**src/rtl/codec_link_pkg.sv**
```systemverilog
package codec_link_pkg;

    localparam int FRAME_BITS = 256;
    localparam int CNT_W      = $clog2(FRAME_BITS);
    localparam int TAG_BITS   = 16;
    localparam int SLOT_BITS  = 20;
    localparam int SLOT1_LO   = TAG_BITS;
    localparam int SLOT2_LO   = TAG_BITS + SLOT_BITS;
    localparam int ADDR_W     = 8;

    localparam logic [ADDR_W-1:0] OFS_CTRL = 8'h00;
    localparam logic [ADDR_W-1:0] OFS_CMD  = 8'h18;
    localparam logic [ADDR_W-1:0] OFS_RAW  = 8'h54;
    localparam logic [ADDR_W-1:0] OFS_MASK = 8'h58;
    localparam logic [ADDR_W-1:0] OFS_WCLR = 8'h68;
    localparam logic [ADDR_W-1:0] OFS_RCLR = 8'h6C;

    typedef enum logic [1:0] {LNK_COLD, LNK_RUN, LNK_SLEEP, LNK_WAKE} link_state_e;
    typedef enum logic [1:0] {CMD_IDLE, CMD_QUEUED, CMD_SENDING, CMD_AWAIT} cmd_phase_e;

    typedef struct packed {
        logic        rd;
        logic [6:0]  idx;
        logic [15:0] data;
    } codec_cmd_t;

    typedef struct packed {
        logic [6:0]  idx;
        logic [15:0] data;
    } codec_status_t;

    function automatic logic [SLOT_BITS-1:0] addr_slot(input codec_cmd_t c);
        return {c.rd, c.idx, 12'h000};
    endfunction

    function automatic logic [SLOT_BITS-1:0] data_slot(input codec_cmd_t c);
        return {c.data, 4'h0};
    endfunction

    // Serial bit at frame position pos, MSB of each slot first.
    function automatic logic frame_bit(input logic [CNT_W-1:0] pos,
                                       input logic [TAG_BITS-1:0] tag,
                                       input logic [SLOT_BITS-1:0] s1,
                                       input logic [SLOT_BITS-1:0] s2);
        logic [CNT_W-1:0] off1;
        logic [CNT_W-1:0] off2;
        logic             b;
        off1 = pos - CNT_W'(SLOT1_LO);
        off2 = pos - CNT_W'(SLOT2_LO);
        if (pos < CNT_W'(SLOT1_LO))
            b = tag[4'd15 - pos[3:0]];
        else if (pos < CNT_W'(SLOT2_LO))
            b = s1[5'd19 - off1[4:0]];
        else if (pos < CNT_W'(SLOT2_LO + SLOT_BITS))
            b = s2[5'd19 - off2[4:0]];
        else
            b = 1'b0;
        return b;
    endfunction

endpackage

```
**src/rtl/codec_link_seq.sv**
```systemverilog
module codec_link_seq
    import codec_link_pkg::*;
#(
    parameter int RESET_CYCLES = 12,
    parameter int WAKE_CYCLES  = 6
) (
    input  logic             clk,
    input  logic             rst,
    input  logic             force_cold,
    input  logic             sleep_toggle,
    output logic             link_run,
    output logic             link_settling,
    output logic             frame_first,
    output logic             frame_last,
    output logic [CNT_W-1:0] bit_pos,
    output logic             codec_rst_n,
    output logic             link_sync
);
    localparam int TMAX = (RESET_CYCLES > WAKE_CYCLES) ? RESET_CYCLES : WAKE_CYCLES;
    localparam int TW   = $clog2(TMAX + 1);

    link_state_e     state;
    logic [TW-1:0]   timer;
    logic            sleep_req;

    always_ff @(posedge clk) begin
        if (rst || force_cold) begin
            state     <= LNK_COLD;
            timer     <= '0;
            bit_pos   <= '0;
            sleep_req <= 1'b0;
        end else begin
            case (state)
                LNK_COLD: begin
                    if (timer == TW'(RESET_CYCLES - 1)) begin
                        state   <= LNK_RUN;
                        timer   <= '0;
                        bit_pos <= '0;
                    end else begin
                        timer <= timer + 1'b1;
                    end
                end
                LNK_RUN: begin
                    bit_pos <= bit_pos + 1'b1;
                    if (sleep_toggle)
                        sleep_req <= 1'b1;
                    if (frame_last && (sleep_req || sleep_toggle)) begin
                        state     <= LNK_SLEEP;
                        sleep_req <= 1'b0;
                        bit_pos   <= '0;
                    end
                end
                LNK_SLEEP: begin
                    if (sleep_toggle) begin
                        state <= LNK_WAKE;
                        timer <= '0;
                    end
                end
                default: begin
                    if (timer == TW'(WAKE_CYCLES - 1)) begin
                        state   <= LNK_RUN;
                        timer   <= '0;
                        bit_pos <= '0;
                    end else begin
                        timer <= timer + 1'b1;
                    end
                end
            endcase
        end
    end

    assign link_run      = (state == LNK_RUN);
    assign link_settling = (state != LNK_RUN);
    assign frame_first   = link_run && (bit_pos == '0);
    assign frame_last    = link_run && (bit_pos == CNT_W'(FRAME_BITS - 1));
    assign codec_rst_n   = (state != LNK_COLD);
    assign link_sync     = link_run && (bit_pos < CNT_W'(TAG_BITS));

endmodule

```
**src/rtl/codec_frame_tx.sv**
```systemverilog
module codec_frame_tx
    import codec_link_pkg::*;
(
    input  logic             clk,
    input  logic             rst,
    input  logic             link_run,
    input  logic             frame_first,
    input  logic [CNT_W-1:0] bit_pos,
    input  logic             load_cmd,
    input  codec_cmd_t       cmd,
    output logic             sdout
);
    logic                 v_addr;
    logic                 v_data;
    logic [SLOT_BITS-1:0] s1_q;
    logic [SLOT_BITS-1:0] s2_q;
    logic [TAG_BITS-1:0]  tag;

    // Slot contents are latched at the first bit; bit 0 itself is constant.
    always_ff @(posedge clk) begin
        if (rst) begin
            v_addr <= 1'b0;
            v_data <= 1'b0;
            s1_q   <= '0;
            s2_q   <= '0;
        end else if (frame_first) begin
            v_addr <= load_cmd;
            v_data <= load_cmd && !cmd.rd;
            s1_q   <= load_cmd ? addr_slot(cmd) : '0;
            s2_q   <= (load_cmd && !cmd.rd) ? data_slot(cmd) : '0;
        end
    end

    assign tag   = {1'b1, v_addr, v_data, 13'h0000};
    assign sdout = link_run && ((bit_pos == '0) ? 1'b1 : frame_bit(bit_pos, tag, s1_q, s2_q));

endmodule

```
**src/rtl/codec_frame_rx.sv**
```systemverilog
module codec_frame_rx
    import codec_link_pkg::*;
(
    input  logic             clk,
    input  logic             rst,
    input  logic             link_run,
    input  logic             frame_last,
    input  logic [CNT_W-1:0] bit_pos,
    input  logic             sdin,
    output logic             stat_valid,
    output codec_status_t    stat
);
    localparam int IDX_LO  = SLOT1_LO + 1;
    localparam int DATA_LO = SLOT2_LO;

    logic [2:0]       tag_q;
    logic [6:0]       idx_q;
    logic [15:0]      data_q;
    logic [CNT_W-1:0] off_idx;
    logic [CNT_W-1:0] off_data;

    assign off_idx  = bit_pos - CNT_W'(IDX_LO);
    assign off_data = bit_pos - CNT_W'(DATA_LO);

    always_ff @(posedge clk) begin
        if (rst) begin
            tag_q  <= '0;
            idx_q  <= '0;
            data_q <= '0;
        end else if (link_run) begin
            if (bit_pos < CNT_W'(3))
                tag_q[2'd2 - bit_pos[1:0]] <= sdin;
            else if (bit_pos >= CNT_W'(IDX_LO) && bit_pos < CNT_W'(IDX_LO + 7))
                idx_q[3'd6 - off_idx[2:0]] <= sdin;
            else if (bit_pos >= CNT_W'(DATA_LO) && bit_pos < CNT_W'(DATA_LO + 16))
                data_q[4'd15 - off_data[3:0]] <= sdin;
        end
    end

    assign stat_valid = frame_last && (&tag_q);
    assign stat.idx   = idx_q;
    assign stat.data  = data_q;

endmodule

```
**src/rtl/codec_host_regs.sv**
```systemverilog
module codec_host_regs
    import codec_link_pkg::*;
(
    input  logic              clk,
    input  logic              rst,
    input  logic              bus_wr,
    input  logic              bus_rd,
    input  logic [ADDR_W-1:0] bus_addr,
    input  logic [31:0]       bus_wdata,
    output logic [31:0]       bus_rdata,
    input  logic              codec_rst_n,
    input  logic              link_settling,
    input  logic              frame_first,
    input  logic              frame_last,
    input  logic              stat_valid,
    input  codec_status_t     stat,
    output logic              force_cold,
    output logic              sleep_toggle,
    output logic              cmd_queued,
    output logic              cmd_busy,
    output codec_cmd_t        cmd_q,
    output logic [1:0]        raw_flags,
    output logic              irq
);
    cmd_phase_e  phase;
    logic [1:0]  mask_q;
    logic [1:0]  raw_nxt;
    logic        accept;
    logic        wr_done_set;
    logic        rd_done_set;
    logic        unused_wdata;

    assign unused_wdata = ^bus_wdata[30:23];

    assign force_cold   = bus_wr && (bus_addr == OFS_CTRL) && bus_wdata[0];
    assign sleep_toggle = bus_wr && (bus_addr == OFS_CTRL) && bus_wdata[1] && !bus_wdata[0];
    assign accept       = bus_wr && (bus_addr == OFS_CMD) && (phase == CMD_IDLE);
    assign wr_done_set  = (phase == CMD_SENDING) && frame_last && !cmd_q.rd;
    assign rd_done_set  = (phase == CMD_AWAIT) && stat_valid && (stat.idx == cmd_q.idx);
    assign cmd_queued   = (phase == CMD_QUEUED);
    assign cmd_busy     = (phase != CMD_IDLE);

    always_comb begin
        raw_nxt = raw_flags;
        if (bus_wr && bus_addr == OFS_RAW)
            raw_nxt = raw_nxt & bus_wdata[1:0];
        if (bus_rd && bus_addr == OFS_WCLR)
            raw_nxt[1] = 1'b0;
        if (bus_rd && bus_addr == OFS_RCLR)
            raw_nxt[0] = 1'b0;
        if (wr_done_set)
            raw_nxt[1] = 1'b1;
        if (rd_done_set)
            raw_nxt[0] = 1'b1;
    end

    always_ff @(posedge clk) begin
        if (rst) begin
            phase     <= CMD_IDLE;
            cmd_q     <= '0;
            raw_flags <= '0;
            mask_q    <= '0;
        end else begin
            raw_flags <= raw_nxt;
            if (bus_wr && bus_addr == OFS_MASK)
                mask_q <= bus_wdata[1:0];
            if (!codec_rst_n) begin
                phase <= CMD_IDLE;
            end else begin
                case (phase)
                    CMD_IDLE: begin
                        if (accept) begin
                            cmd_q.rd   <= bus_wdata[31];
                            cmd_q.idx  <= bus_wdata[22:16];
                            cmd_q.data <= bus_wdata[15:0];
                            phase      <= CMD_QUEUED;
                        end
                    end
                    CMD_QUEUED: begin
                        if (frame_first)
                            phase <= CMD_SENDING;
                    end
                    CMD_SENDING: begin
                        if (frame_last)
                            phase <= cmd_q.rd ? CMD_AWAIT : CMD_IDLE;
                    end
                    default: begin
                        if (rd_done_set) begin
                            cmd_q.data <= stat.data;
                            phase      <= CMD_IDLE;
                        end
                    end
                endcase
            end
        end
    end

    always_comb begin
        case (bus_addr)
            OFS_CTRL: bus_rdata = {30'h0, link_settling, 1'b0};
            OFS_CMD:  bus_rdata = {cmd_q.rd, 8'h00, cmd_q.idx, cmd_q.data};
            OFS_RAW:  bus_rdata = {30'h0, raw_flags};
            OFS_MASK: bus_rdata = {30'h0, mask_q};
            default:  bus_rdata = 32'h0;
        endcase
    end

    assign irq = |(raw_flags & mask_q);

endmodule

```
**src/rtl/codec_cmd_engine.sv**
```systemverilog
module codec_cmd_engine
    import codec_link_pkg::*;
#(
    parameter int RESET_CYCLES = 12,
    parameter int WAKE_CYCLES  = 6
) (
    input  logic        clk,
    input  logic        rst,
    input  logic        bus_wr,
    input  logic        bus_rd,
    input  logic [7:0]  bus_addr,
    input  logic [31:0] bus_wdata,
    output logic [31:0] bus_rdata,
    output logic        irq,
    output logic        codec_rst_n,
    output logic        link_sync,
    output logic        link_sdout,
    input  logic        link_sdin
);
    logic             force_cold;
    logic             sleep_toggle;
    logic             link_run;
    logic             link_settling;
    logic             frame_first;
    logic             frame_last;
    logic [CNT_W-1:0] bit_pos;
    logic             stat_valid;
    codec_status_t    stat;
    logic             cmd_queued;
    logic             cmd_busy;
    codec_cmd_t       cmd_q;
    logic [1:0]       raw_flags;

    codec_link_seq #(
        .RESET_CYCLES (RESET_CYCLES),
        .WAKE_CYCLES  (WAKE_CYCLES)
    ) u_seq (
        .clk           (clk),
        .rst           (rst),
        .force_cold    (force_cold),
        .sleep_toggle  (sleep_toggle),
        .link_run      (link_run),
        .link_settling (link_settling),
        .frame_first   (frame_first),
        .frame_last    (frame_last),
        .bit_pos       (bit_pos),
        .codec_rst_n   (codec_rst_n),
        .link_sync     (link_sync)
    );

    codec_frame_tx u_tx (
        .clk         (clk),
        .rst         (rst),
        .link_run    (link_run),
        .frame_first (frame_first),
        .bit_pos     (bit_pos),
        .load_cmd    (cmd_queued),
        .cmd         (cmd_q),
        .sdout       (link_sdout)
    );

    codec_frame_rx u_rx (
        .clk        (clk),
        .rst        (rst),
        .link_run   (link_run),
        .frame_last (frame_last),
        .bit_pos    (bit_pos),
        .sdin       (link_sdin),
        .stat_valid (stat_valid),
        .stat       (stat)
    );

    codec_host_regs u_regs (
        .clk           (clk),
        .rst           (rst),
        .bus_wr        (bus_wr),
        .bus_rd        (bus_rd),
        .bus_addr      (bus_addr),
        .bus_wdata     (bus_wdata),
        .bus_rdata     (bus_rdata),
        .codec_rst_n   (codec_rst_n),
        .link_settling (link_settling),
        .frame_first   (frame_first),
        .frame_last    (frame_last),
        .stat_valid    (stat_valid),
        .stat          (stat),
        .force_cold    (force_cold),
        .sleep_toggle  (sleep_toggle),
        .cmd_queued    (cmd_queued),
        .cmd_busy      (cmd_busy),
        .cmd_q         (cmd_q),
        .raw_flags     (raw_flags),
        .irq           (irq)
    );

endmodule

```
**config.mk**
```make
export PLATFORM = sky130hd
export DESIGN_NAME = codec_cmd_engine
export DESIGN_NICKNAME = d
export VERILOG_FILES = /design/src/rtl/codec_link_pkg.sv /design/src/rtl/codec_link_seq.sv /design/src/rtl/codec_frame_tx.sv /design/src/rtl/codec_frame_rx.sv /design/src/rtl/codec_host_regs.sv /design/src/rtl/codec_cmd_engine.sv
export SDC_FILE = /design/constraint.sdc
export NUM_CORES = 1
export LEC_CHECK = 0
export BUFFER_PORTS_ARGS = -buffer_cell sky130_fd_sc_hd__buf_4
export CAP_MARGIN = 20
export CORE_MARGIN = 5
export CORE_UTILIZATION = 25
export DETAILED_ROUTE_END_ITERATION = 8
export GPL_TIMING_DRIVEN = 1
export PLACE_DENSITY_LB_ADDON = 0.2
export SLEW_MARGIN = 20
export SYNTH_ARGS = -nofsm -noshare
export SYNTH_HDL_FRONTEND = slang
export SYNTH_SLANG_ARGS = --single-unit
export TNS_END_PERCENT = 1
```
**constraint.sdc**
```tcl
create_clock -name clk -period 7.94 [get_ports clk]
set_input_delay 0.397 -clock clk [delete_from_list [all_inputs] [get_ports clk]]
set_output_delay 0.397 -clock clk [all_outputs]
set_load 0.01 [all_outputs]
```
# Word-level counts from Yosys, hierarchy flattened

Index checks and enable logic that the tools add are counted.
Widths: inputs -> output; s select.

Word-level logic and storage cells: 182
Register bits: 113

Reductions and logical operators: 56
Eq/ne operators: 21
Bitwise logic cells: 8
Muxes and demuxes: 51
$add $sub $neg: 11
Magnitude comparators: 17

Operators by type and width:

| operator            | count |
|---|---|
| $pmux 32 s4         | 1 |
| $mux 20             | 2 |
| $eq 8x7->1 const B  | 4 |
| $mux 16             | 2 |
| $pmux 16 s2         | 1 |
| $logic_and 1x1->1   | 26 |
| $lt 8x6->1 const B  | 3 |
| $mux 8              | 3 |
| $pmux 8 s3          | 1 |
| $mux 2              | 10 |
| $bwmux 16           | 1 |
| $logic_not 8->1     | 2 |
| $lt 8x5->1 const B  | 2 |
| $mux 1              | 16 |
| $reduce_and 4->1    | 4 |
| $lt 5x6->1 const B  | 2 |
| $mux 4              | 3 |
| $pmux 2 s3          | 2 |
| $pmux 4 s3          | 1 |
| $reduce_and 3->1    | 4 |
| $bmux 1 s5          | 2 |
| $lt 4x5->1 const B  | 2 |
| $ne 2x1->1 const B  | 5 |
| $sub 5x5->5 const A | 2 |
| other kinds (40)    | 63 |

# Longest topological paths before layout

Gate-level depths: netlist (run 1).

Word-level depth: 9
Gate-level depth with buffers: 10

# By module

Synthesis (run 1) repeated with hierarchy kept, for this count alone.

Cell total of the unflattened synthesis: 572
Area total of the unflattened synthesis: 5273.8 um2

By module, submodules not included:

| module          | area each (um2) | times used | seq. area each (um2) | cells each |
|---|---|---|---|---|
| codec_host_regs | 1870.5          | 1          | 600.6                | 209 |
| codec_frame_rx  | 1282.5          | 1          | 520.5                | 127 |
| codec_frame_tx  | 1209.9          | 1          | 520.5                | 128 |
| codec_link_seq  | 910.9           | 1          | 300.3                | 108 |

# Worst setup path after synthesis (run 1)

OpenSTA, ideal clock, no wires.

Path type: register to output
Start point: reg u_seq.bit_pos[2]
End point: out link_sdout
Arrival: 2239 ps
Slack: 5304 ps
Stages on the path, launching flop included: 9
Buffers on the path: 2
Cells stage by stage: dfxtp_1 > clkbuf_1 > inv_1 > ha_1 > clkbuf_1 > nand2b_1 > nand4_1 > or4_1 > a31oi_1

Cells in the longest elaborated chain, start to end: 9

RTL lines:

| element                      | line                   | source |
|---|---|---|
| start: declaration           | codec_link_seq.sv:15   | `output logic [CNT_W-1:0] bit_pos,` |
| start signal: assignment     | codec_link_seq.sv:44   | `bit_pos <= bit_pos + 1'b1;` |
| $sub 5x3->5                  | n/a                    |  |
| $sub 5x5->5                  | codec_link_pkg.sv:55   | `b = s2[5'd19 - off2[4:0]];` |
| $bmux 1 s5                   | codec_link_pkg.sv:55   |  |
| $mux 1 (implied by the code) | codec_link_pkg.sv:55   |  |
| $mux 1                       | codec_link_pkg.sv:54   | `else if (pos < CNT_W'(SLOT2_LO + SLOT_BITS))` |
| $mux 1                       | codec_link_pkg.sv:52   | `else if (pos < CNT_W'(SLOT2_LO))` |
| $mux 1                       | codec_link_pkg.sv:50   | `if (pos < CNT_W'(SLOT1_LO))` |
| $mux 1 *                     | codec_frame_tx.sv:35   | `assign sdout = link_run && ((bit_pos == '0) ? 1'b1 : frame_bit(bit_pos, tag, s1_q, s2_q));` |
| $logic_and 1x1->1 *          | codec_frame_tx.sv:35   |  |
| end: declaration             | codec_cmd_engine.sv:17 | `output logic link_sdout,` |

Every way passes the cells marked *; elsewhere a longest branch is shown, timed or not. The select of a mux whose other input is x is not followed.

# Final worst setup path (run 1)

Start point: reg u_seq.bit_pos[0]
End point: out link_sdout

The elaborated chain is that of the path after synthesis.

==> results of run 1 <==
layout make-up:
| cell class | instances | area share |
|---|---|---|
| Tap cell | 280 | 0.0546 |
| Multi-Input combinational cell | 490 | 0.503 |
| Inverter | 19 | 0.0111 |
| Sequential cell | 97 | 0.303 |
| Clock buffer | 10 | 0.0357 |
| Clock inverter | 5 | 0.0101 |
| Timing Repair Buffer | 71 | 0.0831 |
synth_stat cells, types with 2 or more instances:
master	n
nand3_1	66
nand4b_1	2
inv_1	18
a22oi_1	2
mux4_2	6
nand2b_1	2
a211oi_1	3
xor2_1	7
xnor2_1	3
nand4_1	6
nand2_1	63
nor4_1	12
buf_1	4
a22o_1	2
o21ai_0	13
or4_1	3
dfxtp_1	97
nor3b_1	4
and4b_1	2
ha_1	24
and2_1	24
a21o_1	16
mux2i_1	55
buf_4	8
nor2_1	51
a21oi_1	58
o221ai_1	3
nand3b_1	3
nor3_1	13
a31oi_1	2
o2bb2ai_1	2
and3b_1	2
and3_1	5
a32o_1	3
nor2b_1	5
clkbuf_1	40
logic make-up after synthesis:
logic type,synth area share
simple gates,0.253
compound gates,0.131
flops,0.357
buf+inv,0.0585
mux,0.128
fa+ha+maj,0.0552
xor+xnor,0.0161
other cells,0.000690
layer usage:
metal | vias to the layer above | GRT usage
met1 | 2206 | 0.178
met5 | - | 0
li1 | 2368 | -
met3 | 13 | 0.0192
met2 | 57 | 0.203
met4 | 0 | 0.0369
worst paths after layout:
kind	to	slack, ps
setup / recovery	link_sdout	4800
setup reg to reg	u_regs.cmd_q[12]$_SDFFE_PP0P_	4870
hold / removal	u_regs.cmd_q[18]$_SDFFE_PP0P_	280
hold reg to reg	u_tx.s2_q[8]$_SDFFE_PP0P_	450
where the power goes:
part           switching, W  total (W)  leakage [nW]  internal [W]
combinational      0.000106   0.000164          1.59     0.0000581
clock              0.000204   0.000451         0.144      0.000247
sequential       0.00000932   0.000503         0.781      0.000494
total              0.000320    0.00112          2.52      0.000798
worst max-delay path: cells and delay by family, from the launching register on:
family | cells | cell delay (ps)
flops | 1 | 730
buf+inv | 2 | 700
fa+ha+maj | 1 | 430
compound gates | 2 | 280
simple gates | 2 | 260
state kept, by name, indices dropped and copies added, names as in the netlist:
name	cells
u_regs.cmd_q	24
u_regs.mask_q	2
u_regs.phase	2
u_regs.raw_flags	2
u_rx.data_q	16
u_rx.idx_q	7
u_rx.tag_q	3
u_seq.bit_pos	8
u_seq.sleep_req	1
u_seq.state	2
u_seq.timer	4
u_tx.s1_q	8
u_tx.s2_q	16
u_tx.v_addr	1
u_tx.v_data	1
through the flow:
stage | total power, W | instances | hold WS (ps) | utilization
4_1_cts | 0.00114 | 972 | 271 | 0.297
5_1_grt | 0.00117 | 972 | 284 | 0.297
2_1_floorplan | 0.000627 | 661 | 429 | -
3_5_place_dp | 0.000681 | 957 | 443 | 0.283
3_3_place_gp | 0.000682 | 957 | 438 | 0.283
6_report | 0.00112 | 972 | 278 | 0.297
placed cells by master (no fill, tap or decap), types with 9 or more instances in the layout:
cell       count
dfxtp_1       97
buf_4         71
nand3_1       66
nand2_1       63
a21oi_1       58
mux2i_1       55
nor2_1        51
and2_1        24
ha_1          24
inv_1         18
a21o_1        16
nor3_1        13
o21ai_0       13
nor4_1        12
clkbuf_16      9
==> impl_metrics.ini, run 1 <==
[detailed_routing]
routed_via_density = 4.78
wl_met2_mm = 7.20
met1Wirelength_mm = 7.87
drtIter0Drc = 289
num_vias = 4644
ant_nets = 0
wl_mm = 15.6
wl_met3_um = 335
first_pass_iters = 5
top_layer = met4
post_drt_wl_per_cell_um = 16.0
drc_errors = 0

[finish]
syn_to_final_growth_pct = 18.0
antenna_cells = 0
regArea_sq_mm = 0.00194
final_area_sq_mm = 0.00641
layout-drive-gt1-share = 0.145
nNetsFinal = 757
fillerInstances = 2350
multiInputGateArea_sq_mm = 0.00322

[setup_path]
cp-startpoint = u_seq.bit_pos[0]$_SDFFE_PP0P_
crit_path_start_kind = flop
r2r-start = u_seq.bit_pos[1]$_SDFFE_PP0P_
critical_path.max_stage_delay_ps = 730
ff2ff_path_depth = 7
path_class = flop to primary output
end_kind = primary output
arrival_ps = 2750
cp.required_ps = 7540
cp_slowest_cell = dfxtp_1
cp_cell_sequence = clkinv_1 -> ha_1 -> nand2_1 -> nand3_1 -> o21ai_0 -> a31oi_1 -> buf_4
crit_fanout = 11

[place]
portBuffers = 64
place_ws_ps = 4830
gp_congestion = 0.757
hpwlAfterDp_mm = 11.1
post_dp_cell_area_sq_mm = 0.00612

[floorplan]
die_x_um = 157
initial_utilization = 0.251
pin_count = 81
coreArea_sq_mm = 0.0216
die_area_sq_mm = 0.0248
num_rows = 54
dieHeight_um = 157

[clock_tree]
root_buffer = clkbuf_16
cts_tree = done
cts_max_level = 3
cts.sinks = 97
cts_hold_buf = 0
cts-buffers-inserted = 9
cts_resized = 0
cts_buffer_depth = 2
post-cts-setup-buffers = 0
clk_latency_ps = 350
cts.clk_slew.worst_paths_ps = 70

[pwr]
power_leakage_nw = 2.52
power_density_mw_per_mm2 = 174
vdd_ir_drop_max_mv = 0.103

[global_route]
grt_pass1_vias = 4523
grt_pass1_wl_mm = 24.8
grt_overflow = 0
antenna_found_initial = 0
grt_max_degree = 84
grt_usage = 0.127

[synth]
post-synth-top-area-fraction = 0.357
yosysWarnings = 0
synth_area_sq_mm = 0.00544
async_flop_share = 0
synth_edf_count = 0
synth_area_leaders = dfxtp_1, mux2i_1, nand3_1
yosysTopAreaCell = dfxtp_1
synthFlopType = dfxtp_1
avgSynthCellArea_sq_um = 8.31
synth_seq_cells = 97
syn_inst = 654
yosysSeqAreaShare = 0.357
synth_cell_type_count = 61

[min_path]
hold_depth = 3
hp-start = bus_wdata[18]
min_path_type = input port to flop

[sta]
skew_ps = 8.07
rsz0062_at_grt = false
setup_tns_ps = 0
tightest_slew_ps = 931
final_hold_viol_count = 0
maxSlewViolCount = 0
maxSlewHeadroom = 0.380
setup_viol_count_final = 0
max_freq_mhz = 318
setup_ws_ps = 4800
fin_crit_ps = 3140
post-route-period-util = 0.396

[flow_run]
maxCapViolations = 0

[outcome]
status = completed
No activity file was read; power rests on OpenSTA's default activity.
==> run 2: changes to the inputs <==
Clock period 7.94 ns to 2.99 ns, I/O delays scaled along.
==> impl_metrics.ini, run 2 (synthesis gave the netlist of run 1 again) <==
[sta]
setup_viol_count_final = 0
tightest_slew_ps = 917
max_freq_mhz = 367
final_hold_viol_count = 0
skew_ps = 12.1
rsz0062_at_grt = false
maxSlewHeadroom = 0.380
maxSlewViolCount = 0
post-route-period-util = 0.912
fin_crit_ps = 2730
setup_tns_ps = 0

[clock_tree]
post-cts-setup-buffers = 0
cts_tree = done
cts.sinks = 97
cts_max_level = 3
cts_buffer_depth = 2
clk_latency_ps = 360
cts.clk_slew.worst_paths_ps = 70
cts_hold_buf = 0
cts-buffers-inserted = 9
root_buffer = clkbuf_16
cts_resized = 0

[global_route]
grt_pass1_wl_mm = 25.1
grt_usage = 0.129
grt_overflow = 0
grt_pass1_vias = 4513
grt_max_degree = 82
antenna_found_initial = 0

[finish]
antenna_cells = 0
multiInputGateArea_sq_mm = 0.00322
reg_top3 = u_regs.cmd_q (24), u_rx.data_q (16), u_tx.s2_q (16)
layout_common_cells = dfxtp_1, buf_4, nand3_1
top_register = u_regs.cmd_q
final_common_cell = dfxtp_1
final_area_sq_mm = 0.00654
layout-drive-gt1-share = 0.163
largest_reg_flops = 24
regArea_sq_mm = 0.00194
instances_no_fill = 987
fillerInstances = 2324
syn_to_final_growth_pct = 20.3
nNetsFinal = 771

[detailed_routing]
num_vias = 4735
post_drt_wl_per_cell_um = 16.3
drtIter0Drc = 326
drc_errors = 0
routed_via_density = 4.80
first_pass_iters = 4
wl_mm = 16.1
ant_nets = 0

[place]
portBuffers = 64
post_dp_cell_area_sq_mm = 0.00622
gp_congestion = 0.765
dp_cells = 971
hpwlAfterDp_mm = 11.4

[floorplan]
dieHeight_um = 157
pin_count = 81
num_rows = 54
die_x_um = 157
coreArea_sq_mm = 0.0216
initial_utilization = 0.251
die_area_sq_mm = 0.0248

[setup_path]
arrival_ps = 2580
cp.required_ps = 2840
crit_fanout = 9
path_class = flop to primary output
end_kind = primary output
crit_path_start_kind = flop

[pwr]
power_leakage_nw = 2.60
power_density_mw_per_mm2 = 469
vdd_ir_drop_max_mv = 0.270

[flow_run]
maxCapViolations = 0

[min_path]
min_path_type = input port to flop

[outcome]
status = completed
run 2: changes by cell type in the layout (fill, tap and decap cells not counted):
| cell | delta |
|---|---|
| clkinv_4 | -2 |
| clkbuf_8 | +1 |
| buf_4 | +14 |
| or4b_2 | -1 |
| or4b_1 | +1 |
| inv_8 | +2 |
| inv_6 | +1 |
| clkbuf_1 | -1 |
run 2: layout make-up:
| cell class | count | area share |
|---|---|---|
| Clock buffer | 10 | 0.0365 |
| Timing Repair Buffer | 85 | 0.0975 |
| Sequential cell | 97 | 0.297 |
| Clock inverter | 6 | 0.0120 |
| Inverter | 19 | 0.0109 |
| Tap cell | 280 | 0.0535 |
| Multi-Input combinational cell | 490 | 0.493 |
run 2: path summary, 6_finish.rpt:
path                            startpoint                       endpoint  slack [ps]  depth (start not counted)
max          u_seq.bit_pos[3]$_SDFFE_PP0P_                     link_sdout         260                          7
min                          bus_wdata[16]  u_regs.cmd_q[16]$_SDFFE_PP0P_          30                          3
max reg2reg    u_seq.state[1]$_SDFFE_PP0P_     u_rx.idx_q[4]$_SDFFE_PP0P_         470                          7
min reg2reg      u_tx.s2_q[8]$_SDFFE_PP0P_      u_tx.s2_q[8]$_SDFFE_PP0P_         450                          2
run 2: power by group:
group	leakage (nW)	switching (W)	internal (W)
Clock	0.158	0.000568	0.000694
Sequential	0.781	0.0000249	0.00131
Combinational	1.66	0.000300	0.000168
run 2: stage by stage:
stage | hold slack (ps) | setup WS, ps | total power (W) | utilization
6_report | 33.3 | 263 | 0.00307 | 0.303
5_1_grt | 27.2 | 8.89 | 0.00321 | 0.303
4_1_cts | 19.2 | 199 | 0.00312 | 0.303
3_5_place_dp | 392 | 443 | 0.00184 | 0.288
3_3_place_gp | 389 | 455 | 0.00184 | 0.288
2_1_floorplan | 297 | 358 | 0.00167 | -
run 2: metal layers:
layer	vias up	global-route usage	part of all wire
met4	0	0.0356	0.011
met5	-	0	0
met1	2247	0.181	0.49
met3	14	0.0231	0.033
li1	2394	-	-
met2	80	0.204	0.46
run 2: critical path, cell delays in order, from the launching register on:
cell,delay [ps]
dfxtp_1,550
inv_1,170
ha_1,340
nand2b_1,160
nand4_1,120
or4_1,530
a31oi_1,190
buf_4,160
==> run 3: changes to the inputs <==
Settings changed: GPL_ROUTABILITY_DRIVEN set to 0, SETUP_SLACK_MARGIN set to 0.4, TNS_END_PERCENT 1 to 30.
==> impl_metrics.ini, run 3 (synthesis gave the netlist of run 1 again) <==
[detailed_routing]
wl_mm = 15.9
first_pass_iters = 7
drtIter0Drc = 244
post_drt_wl_per_cell_um = 16.1
routed_via_density = 4.71
num_vias = 4651
drc_errors = 0
ant_nets = 0

[clock_tree]
cts_tree = done
cts_buffer_depth = 2
cts_max_level = 3
root_buffer = clkbuf_16
cts_hold_buf = 0
cts.clk_slew.worst_paths_ps = 80
clk_latency_ps = 360
cts-buffers-inserted = 9
cts.sinks = 97
post-cts-setup-buffers = 0
cts_resized = 2

[global_route]
grt_max_degree = 82
grt_overflow = 0
grt_pass1_wl_mm = 24.9
grt_pass1_vias = 4429
grt_usage = 0.128
antenna_found_initial = 0

[sta]
setup_ws_ps = 516
maxSlewHeadroom = 0.399
final_hold_viol_count = 0
rsz0062_at_grt = true
maxSlewViolCount = 0
hold_ws_ps = 24.9
max_freq_mhz = 404
tightest_slew_ps = 902
fin_crit_ps = 2470
setup_viol_count_final = 0
post-route-period-util = 0.827
setup_tns_ps = 0
skew_ps = 10.3

[place]
place_ws_ps = 430
hpwlAfterDp_mm = 11.3
portBuffers = 64
dp_cells = 972

[pwr]
power_density_mw_per_mm2 = 465
vdd_ir_drop_max_mv = 0.224
power_leakage_nw = 2.61

[setup_path]
end_kind = primary output
cp.required_ps = 2840
crit_fanout = 14
arrival_ps = 2320
crit_path_start_kind = flop
path_class = flop to primary output

[finish]
top_register = u_regs.cmd_q
antenna_cells = 0
multiInputGateArea_sq_mm = 0.00324
fillerInstances = 2348
nNetsFinal = 772
syn_to_final_growth_pct = 20.8
layout_common_cells = dfxtp_1, buf_4, nand3_1
regArea_sq_mm = 0.00194
reg_top3 = u_regs.cmd_q (24), u_rx.data_q (16), u_tx.s2_q (16)
layout-drive-gt1-share = 0.172
instances_no_fill = 988
final_common_cell = dfxtp_1
largest_reg_flops = 24

[floorplan]
num_rows = 54
pin_count = 81
die_x_um = 157
dieHeight_um = 157
die_area_sq_mm = 0.0248
coreArea_sq_mm = 0.0216
initial_utilization = 0.251

[outcome]
status = completed

[min_path]
min_path_type = input port to flop

[flow_run]
maxCapViolations = 0
-- run 3: layout make-up --
class / instances / share of cell area
clock buffer: 9 / 0.0343
clock inverter: 7 / 0.0145
inverter: 19 / 0.0109
multi-input combinational: 490 / 0.493
sequential: 97 / 0.296
tap: 280 / 0.0533
timing repair buffer: 86 / 0.0983
-- run 3: where the power goes --
group	leakage [nW]	internal, W	switching [W]
combinational	1.67	0.000168	0.000295
clock	0.157	0.000676	0.000579
sequential	0.782	0.00131	0.0000226
-- run 3: worst paths after layout --
check / start / end / slack [ps] / cells after the start
worst max-delay path: u_seq.bit_pos[2]$_SDFFE_PP0P_ / link_sdout / 520 / 7
worst min-delay path: bus_wdata[21] / u_regs.cmd_q[21]$_SDFFE_PP0P_ / 20 / 3
worst max register to register: u_seq.state[1]$_SDFFE_PP0P_ / u_regs.phase[1]$_SDFFE_PP0P_ / 520 / 7
worst min register to register: u_tx.s1_q[19]$_SDFFE_PP0P_ / u_tx.s1_q[19]$_SDFFE_PP0P_ / 450 / 2
-- run 3: worst max-delay path, stage by stage (launching register included) --
cell,delay [ps]
dfxtp_1,400
buf_4,260
ha_2,270
xnor2_1,150
xnor2_1,110
or4_1,390
a31oi_1,210
buf_4,170
-- run 3: stage by stage --
stage | utilization | instance area [sq um] | power (W)
5_1_grt | 0.304 | 6570 | 0.00321
3_5_place_dp | 0.288 | 6230 | 0.00183
2_1_floorplan | - | 5460 | 0.00167
3_3_place_gp | 0.288 | 6230 | 0.00184
4_1_cts | 0.303 | 6560 | 0.00311
6_report | 0.304 | 6570 | 0.00305
-- run 3: per-layer routing --
layer | track usage | wire length [um] | up-vias
met5 | 0 | 0 | -
met4 | 0.0295 | 166 | 0
met3 | 0.0236 | 358 | 14
met2 | 0.203 | 7340 | 58
met1 | 0.181 | 8050 | 2180
li1 | - | - | 2399
